===== src/rtl/clkdiv_pkg.sv =====
// Shared widths, types and helpers for the dual-output clock divider.
// Assumes the mode encoding m selects a divide of 2^m on the master clock.
package clkdiv_pkg;
    localparam int unsigned MODE_W   = 2;
    localparam int unsigned WORD_W   = 10;
    localparam int unsigned RAT_W    = WORD_W + 1;
    localparam int unsigned HALF_MAX = 1 << ((1 << MODE_W) - 1);
    localparam int unsigned CNT_W    = (HALF_MAX > 1) ? $clog2(HALF_MAX) : 1;

    typedef logic [MODE_W-1:0] mode_t;
    typedef logic [WORD_W-1:0] word_t;
    typedef logic [RAT_W-1:0]  ratio_t;
    typedef logic [CNT_W-1:0]  cnt_t;

    // Last count value of one half-period for a given mode.
    function automatic cnt_t half_last(input mode_t m);
        return cnt_t'((32'd1 << m) - 32'd1);
    endfunction

    // Divider ratio for a divider word: word + 2.
    function automatic ratio_t ratio_of(input word_t w);
        return ratio_t'({1'b0, w}) + ratio_t'(2);
    endfunction
endpackage


===== src/rtl/pow2_prescaler.sv =====
// Power-of-two prescaler. Its output toggles after every 2^m cycles of clk_i,
// which gives a period of 2^m master cycles. It assumes clk_i runs at twice
// the master frequency. The active mode is reloaded only at a rising output
// edge and only when load_i allows it, so no half-period is ever cut short.
module pow2_prescaler
    import clkdiv_pkg::*;
(
    input  logic  clk_i,
    input  logic  rst_ni,
    input  mode_t mode_i,
    input  logic  load_i,
    output logic  clk_o,
    output logic  rise_o,
    output mode_t mode_o
);
    cnt_t  cnt_q;
    mode_t mode_q;
    logic  lvl_q;
    logic  at_end;

    // End of the current half-period, and the strobe that announces the next rise.
    always_comb begin
        at_end = (cnt_q == half_last(mode_q));
        rise_o = at_end && !lvl_q;
    end

    // Half-period counter, output level and active mode.
    always_ff @(posedge clk_i) begin
        if (!rst_ni) begin
            mode_q <= mode_i;
            cnt_q  <= half_last(mode_i);
            lvl_q  <= 1'b0;
        end else if (at_end) begin
            lvl_q <= ~lvl_q;
            cnt_q <= '0;
            if (rise_o && load_i) begin
                mode_q <= mode_i;
            end
        end else begin
            cnt_q <= cnt_q + cnt_t'(1);
        end
    end

    assign clk_o  = lvl_q;
    assign mode_o = mode_q;
endmodule


===== src/rtl/ratio_divider.sv =====
// Integer divider that counts the rise strobes of its source clock.
// The output rises at the strobe that ends a period (wrap). It stays high for
// ceil(N/2) strobes and low for floor(N/2). A new ratio is loaded only at wrap.
// While hold_i is set, the divider parks on its last count so the next strobe
// starts a fresh period aligned with the source.
module ratio_divider
    import clkdiv_pkg::*;
(
    input  logic   clk_i,
    input  logic   rst_ni,
    input  word_t  word_i,
    input  logic   step_i,
    input  logic   hold_i,
    output logic   clk_o,
    output logic   last_o,
    output logic   wrap_o,
    output ratio_t ratio_o
);
    ratio_t ratio_q;
    ratio_t cnt_q;
    ratio_t cnt_inc;
    ratio_t hi_len;
    logic   lvl_q;

    // Count decode and the high-phase length of the active ratio.
    always_comb begin
        last_o  = (cnt_q == ratio_q - ratio_t'(1));
        wrap_o  = step_i && last_o;
        cnt_inc = cnt_q + ratio_t'(1);
        hi_len  = (ratio_q + ratio_t'(1)) >> 1;
    end

    // Period counter, output level and active ratio.
    always_ff @(posedge clk_i) begin
        if (!rst_ni) begin
            ratio_q <= ratio_of(word_i);
            cnt_q   <= ratio_of(word_i) - ratio_t'(1);
            lvl_q   <= 1'b0;
        end else if (wrap_o) begin
            ratio_q <= ratio_of(word_i);
            cnt_q   <= '0;
            lvl_q   <= 1'b1;
        end else if (hold_i) begin
            cnt_q <= ratio_q - ratio_t'(1);
            lvl_q <= 1'b0;
        end else if (step_i) begin
            cnt_q <= cnt_inc;
            lvl_q <= (cnt_inc < hi_len);
        end
    end

    assign clk_o   = lvl_q;
    assign ratio_o = ratio_q;
endmodule


===== src/rtl/dual_clk_divider.sv =====
// Top level of the dual-output clock divider.
// clk_i runs at twice the master frequency, and master_o toggles on every edge.
// Two prescalers are built from one template. The reference prescaler reloads
// its mode at each of its own rises. The main prescaler reloads only at a rise
// of main_o. The divider and the bypass select are updated on those same edges.
module dual_clk_divider
    import clkdiv_pkg::*;
(
    input  logic  clk_i,
    input  logic  rst_ni,
    input  mode_t ref_mode_i,
    input  mode_t main_mode_i,
    input  word_t div_word_i,
    input  logic  div_bypass_i,
    output logic  master_o,
    output logic  ref_o,
    output logic  main_o
);
    localparam int unsigned NUM_PRE = 2;

    mode_t               pre_mode [NUM_PRE];
    mode_t               act_mode [NUM_PRE];
    logic  [NUM_PRE-1:0] pre_load;
    logic  [NUM_PRE-1:0] pre_clk;
    logic  [NUM_PRE-1:0] pre_rise;

    logic   master_q;
    logic   bypass_q;
    logic   div_clk;
    logic   div_last;
    logic   div_wrap;
    logic   main_rise;
    ratio_t div_ratio;

    // Mode inputs and reload permissions for the two prescalers.
    always_comb begin
        pre_mode[0] = ref_mode_i;
        pre_mode[1] = main_mode_i;
        pre_load[0] = 1'b1;
        pre_load[1] = bypass_q | div_last;
    end

    for (genvar g = 0; g < NUM_PRE; g++) begin : g_pre
        pow2_prescaler u_pre (
            .clk_i  (clk_i),
            .rst_ni (rst_ni),
            .mode_i (pre_mode[g]),
            .load_i (pre_load[g]),
            .clk_o  (pre_clk[g]),
            .rise_o (pre_rise[g]),
            .mode_o (act_mode[g])
        );
    end

    ratio_divider u_div (
        .clk_i   (clk_i),
        .rst_ni  (rst_ni),
        .word_i  (div_word_i),
        .step_i  (pre_rise[1]),
        .hold_i  (bypass_q),
        .clk_o   (div_clk),
        .last_o  (div_last),
        .wrap_o  (div_wrap),
        .ratio_o (div_ratio)
    );

    // Strobe for the next rising edge of main_o in the active routing.
    assign main_rise = bypass_q ? pre_rise[1] : div_wrap;

    // Master clock at half the clk_i rate.
    always_ff @(posedge clk_i) begin
        if (!rst_ni) begin
            master_q <= 1'b0;
        end else begin
            master_q <= ~master_q;
        end
    end

    // Bypass select, reloaded only at a rising edge of main_o.
    always_ff @(posedge clk_i) begin
        if (!rst_ni) begin
            bypass_q <= div_bypass_i;
        end else if (main_rise) begin
            bypass_q <= div_bypass_i;
        end
    end

    assign master_o = master_q;
    assign ref_o    = pre_clk[0];
    assign main_o   = bypass_q ? pre_clk[1] : div_clk;
endmodule


===== config.mk =====
export PLATFORM = sky130hd
export DESIGN_NAME = dual_clk_divider
export DESIGN_NICKNAME = d
export VERILOG_FILES = /design/src/rtl/clkdiv_pkg.sv /design/src/rtl/pow2_prescaler.sv /design/src/rtl/ratio_divider.sv /design/src/rtl/dual_clk_divider.sv
export SDC_FILE = /design/constraint.sdc
export NUM_CORES = 1
export LEC_CHECK = 0
export CORE_MARGIN = 3
export CORE_UTILIZATION = 52
export DETAILED_ROUTE_END_ITERATION = 10
export DONT_BUFFER_PORTS = 1
export PLACE_DENSITY = 0.69
export SKIP_LAST_GASP = 1
export SYNTH_ARGS = -nofsm -noshare
export SYNTH_HDL_FRONTEND = slang
export SYNTH_SLANG_ARGS = --single-unit

===== constraint.sdc =====
create_clock -name clk_i -period 5.57 [get_ports clk_i]
set_clock_uncertainty 0.15 [all_clocks]
set_input_delay 0.557 -clock clk_i [delete_from_list [all_inputs] [get_ports clk_i]]
set_output_delay 0.557 -clock clk_i [all_outputs]
set_load 0.02 [all_outputs]

; ---- After elaboration in Yosys (flattened, before gate mapping)
; Cells that the tools add are included.
[word_totals]
inputBits = 17
regBits = 37
[op_classes]
shifts = 4
bitwise = 4
mux = 23
add_sub_neg = 11
reduce_logical = 9
order_cmp = 1
n_eq_ne = 10
[ops]
columns = operator, n
row1 = $mux W11, 6
row2 = $add A11 B1 Y11 const B, 2
row3 = $sub A11 B1 Y11 const B, 2
row4 = $mux W2, 6
row5 = $mux W3, 4
row6 = $ne A2 B1 Y1 const B, 6
row7 = $shl A1 B2 Y3 const A, 4
row8 = $sub A3 B1 Y3 const B, 4
row9 = $add A10 B2 Y11 const B, 1
row10 = $eq A11 B11 Y1, 1
row11 = $lt A11 B10 Y1, 1
row12 = $mux W1, 7
row13 = $add A3 B1 Y3 const B, 2
row14 = $eq A3 B3 Y1, 2
row15 = $logic_and A1 B1 Y1, 4
row16 = $ne A4 B1 Y1 const B, 1
row17 = $reduce_and A2 Y1, 2
row18 = $not A1 Y1, 3
row19 = $reduce_bool A3 Y1, 1
row20 = $logic_not A1 Y1, 2
row21 = $or A1 B1 Y1, 1

; ---- Depth between registers and ports, before layout
[depth]
ltp_word = 8
mapped_depth = 12
depth_no_buf = 11

; ---- By module
; Synthesis repeated with hierarchy kept, for this count alone.
[unflattened]
hier_cells = 314
area_unflattened_um2 = 3014.1
[modules_own_cells]
columns = mod, cells_each, instances, seq_area_each_um2, area_each_um2
row1 = ratio_divider, 252, 1, 680.7, 2331.0
row2 = pow2_prescaler, 27, 2, 140.1, 294.0
row3 = dual_clk_divider, 8, 1, 50.0, 95.1

; ---- Worst setup path before layout
; No wires, ideal clock.
[synth_path]
path_kind = reg2reg
start = register u_div.ratio_q[0], in the netlist u_div.ratio_o[0]
end = register u_div.ratio_q[0], in the netlist u_div.ratio_o[0], enable pin
setup_ns = 0.353
setup_slack_ns = 2.349
t_arrival_ns = 2.718
path_stages_with_launch = 10
required_time_ns = 5.067
period_less_slack_ns = 3.221
path_buffers = 1
path_cell_list = edfxtp_1 -> clkbuf_1 -> inv_1 -> ha_1 -> or3b_2 -> nor3_1 -> xnor3_1 -> o2111ai_1 -> a2111oi_4 -> nand2b_1
[synth_between]
elab_chain_cells = 4
[synth_lines]
columns = element, line_no
row1 = start: declaration, ratio_divider.sv:19  ; ratio_t ratio_q;
row2 = start signal: assignment, ratio_divider.sv:36  ; ratio_q <= ratio_of(word_i);
row3 = start signal: assignment, ratio_divider.sv:40  ; ratio_q <= ratio_of(word_i);
row4 = $sub A11 B1 Y11, ratio_divider.sv:27  ; last_o = (cnt_q == ratio_q - ratio_t'(1));
row5 = $eq A11 B11 Y1, ratio_divider.sv:27
row6 = $logic_and A1 B1 Y1, ratio_divider.sv:28  ; wrap_o = step_i && last_o;
row7 = $ne A2 B1 Y1 (no source line), --
; No other way between the ends.
; A chain may end at the register's enable or synchronous reset.

; ---- Final worst setup path
[layout_path]
start = register u_div.ratio_q[0], in the netlist u_div.ratio_o[0]
end = register u_div.ratio_q[7], in the netlist u_div.ratio_o[7], enable pin
; The elaborated chain is that of the path after synthesis.

==> reports/qor.yml <==
netlist_instances: 306
nFillCells: 480
start_util_pct: 55.6
cell_internal_pwr_uw: 595
synth-seq-area-share_pct: 34.5
rsz0062_at_grt: "no"
period_share_pct: 68.4
overflow: 0
clk_pin_slew_ps: 70
core_sq_um: 5270
drive_above_1_share_pct: 5.76
cp_data_arrival_time_ps: 3600
p_leak_nw: 1.08
cts_hold_buf: 0
io_pins: 20
clock_latency_ps: 290
slew_headroom_pct: 42.4
grtUsageTotal_pct: 20.9
seq_area_sq_um: 1010
die_y_um: 81.1
die_width_um: 81.1
grt_pass1_wl_um: 10500
seqPwrFrac_pct: 46.6
peakVddDrop_mv: 0.287
hold_violations: 0
timing_worst_slew_pin_value_ps: 864
critPathCaptureType: "flop"
synth_seq_cells: 37
wirelength_um: 5920
area_growth_syn_to_layout_pct: 3.80
drt.antenna.violating_nets: 0
fmax_mhz: 262
numCtsBuffers: 5
p_per_area_nw_per_um2: 286
p_comb_share_pct: 25.8
syn_avg_cell_area_sq_um: 9.58
antenna_found_initial: 0
cts.sinks: 37
async_reset_ff_share_pct: 0
slew_violations: 0
synthDistinctLibCells: 52
syn_area_sq_um: 2930
avgViaCountPerCell: 5.89
clockRootBuffer: "clkbuf_8"
drc: 0
hold_ws_ps: 202
crit_fanout: 15
drtIter0Drc: 162
multi_input_area_sq_um: 1780
grt_max_degree: 42
swShare_pct: 31.6
diodes: 0
hold_path.class: "in -> reg"
reg2reg_from: "u_div.ratio_o[0]"
routabilityCongestion: 0.858
cp-startpoint: "u_div.ratio_o[0]"
tns_ps: 0
maxCapViolCount: 0
die-area_sq_um: 6570
wl_per_cell_um: 16.2
report.final.setup_viol: 0
crit_required_ps: 5360
drtPass1Iterations: 4
io_buffers: 0
status: "complete, no violations"
rr_endpoint: "u_div.ratio_o[7]"
cp-endpoint: "u_div.ratio_o[7]"
clk_path_buf_depth: 2
clkPwrFrac_pct: 27.6
rows: 26
cts-resized-gates: 0
synth_top_flop_cell: "edfxtp_1"
critPathKind: "reg -> reg"
synth_nets: 340
vias: 2151
post_cts_buffers: 0
dpl.hpwl_um: 4540
reg2regPathDepth: 8
synth_edf_count: 27
cts_max_level: 2
most-common-layout-cells: "xnor2_1 (32), edfxtp_1 (27), nand2_1 (25)"
r2r_slack_ps: 1760
yosys_warnings: 0
final_net_count: 328
p_sw_uw: 275
grt_pass1_vias: 2176
cts_tree: "yes"
final_common_cell: "xnor2_1"
start_kind: "flop"
min_period_ps: 3810
-- worst max-delay path, stage by stage (launching register included) --
cell and delay (ps):
edfxtp_1 550, inv_1 120, ha_1 190, or3b_2 550, nor3_1 300, xnor3_1 190
o2111ai_1 160, a2111oi_4 760, nand2b_1 500
-- per-stage QoR --
step / std cells / util [%] / setup WS (ps) / total power [mW] / area [sq um]
floorplan: 306 / - / 2350 / 0.588 / 2930
global placement: 357 / 55.4 / 1850 / 0.629 / 2920
detailed placement: 357 / 55.4 / 1770 / 0.635 / 2920
CTS: 365 / 57.7 / 1740 / 0.872 / 3040
global route: 365 / 57.7 / 1460 / 0.928 / 3040
finish: 365 / 57.7 / 1760 / 0.871 / 3040
-- cells in the mapped netlist (10+ instances only) --
| library cell | count | area share [%] |
|---|---|---|
| xnor2_1 | 32 | 9.6 |
| edfxtp_1 | 27 | 28 |
| nand2_1 | 25 | 3.2 |
| xor2_1 | 21 | 6.3 |
| nand3_1 | 20 | 3.4 |
| ha_1 | 17 | 7.3 |
| nor2_1 | 14 | 1.8 |
| clkbuf_1 | 13 | 1.7 |
| inv_1 | 12 | 1.5 |
| o22ai_1 | 11 | 2.3 |
| dfxtp_1 | 10 | 6.8 |
| o211ai_1 | 10 | 2.6 |
-- power groups by stage --
stage	sequential (mW)	clock, mW	combinational [mW]
4_1_cts	0.404	0.242	0.226
3_3_place_gp	0.409	0	0.220
6_report	0.405	0.241	0.225
3_5_place_dp	0.410	0	0.224
2_1_floorplan	0.376	0	0.212
5_1_grt	0.412	0.258	0.258
-- sequential cells by signal (all words and copies together) (netlist names) --
name                flops
master_o                1
g_pre.u_pre.mode_o      4
g_pre.u_pre.clk_o       2
u_div.ratio_o          11
bypass_q                1
u_div.clk_o             1
u_div.cnt_q            11
g_pre.u_pre.cnt_q       6
-- cell type report --
class                           count  share of cell area (%)
Inverter                           12                    1.48
Sequential cell                    37                    33.2
Tap cell                           70                    2.88
Multi-Input combinational cell    238                    58.3
Clock buffer                        7                    3.91
Clock inverter                      1                   0.164
-- how the worst min path moves through the flow --
stage	start	endpoint	slack (ps)	cells past startpoint
floorplan	master_o	master_o	350	1
global placement	master_o	master_o	370	1
detailed placement	master_o	master_o	370	1
CTS	rst_ni	g_pre[1].u_pre.cnt_q[0]	190	1
global route	ref_mode_i[1]	g_pre[0].u_pre.mode_o[1]	190	0
finish	main_mode_i[1]	g_pre[1].u_pre.mode_o[1]	200	0
-- routing by layer --
layer / vias to the layer above / part of all wire, % / GRT usage (%)
li1: 1110 / - / -
met1: 976 / 48 / 29.8
met2: 57 / 46 / 32.1
met3: 8 / 4.5 / 3.55
met4: 0 / 1.4 / 6.76
met5: - / 0 / 0
-- logic make-up (layout without fill, tap and decap cells) --
kind of cell,count (synthesis),in the layout,share of synthesized area (%)
AO/OA/AOI/OAI,55,55,14.4
XOR/XNOR,55,55,17.4
adder cells (fa/ha/maj),17,17,7.26
buffers and inverters,31,20,4.95
flip-flops,37,37,34.5
multiplexers,5,5,1.71
AND/OR/NAND/NOR,106,106,19.8
Power figures use the tool's default switching activity.
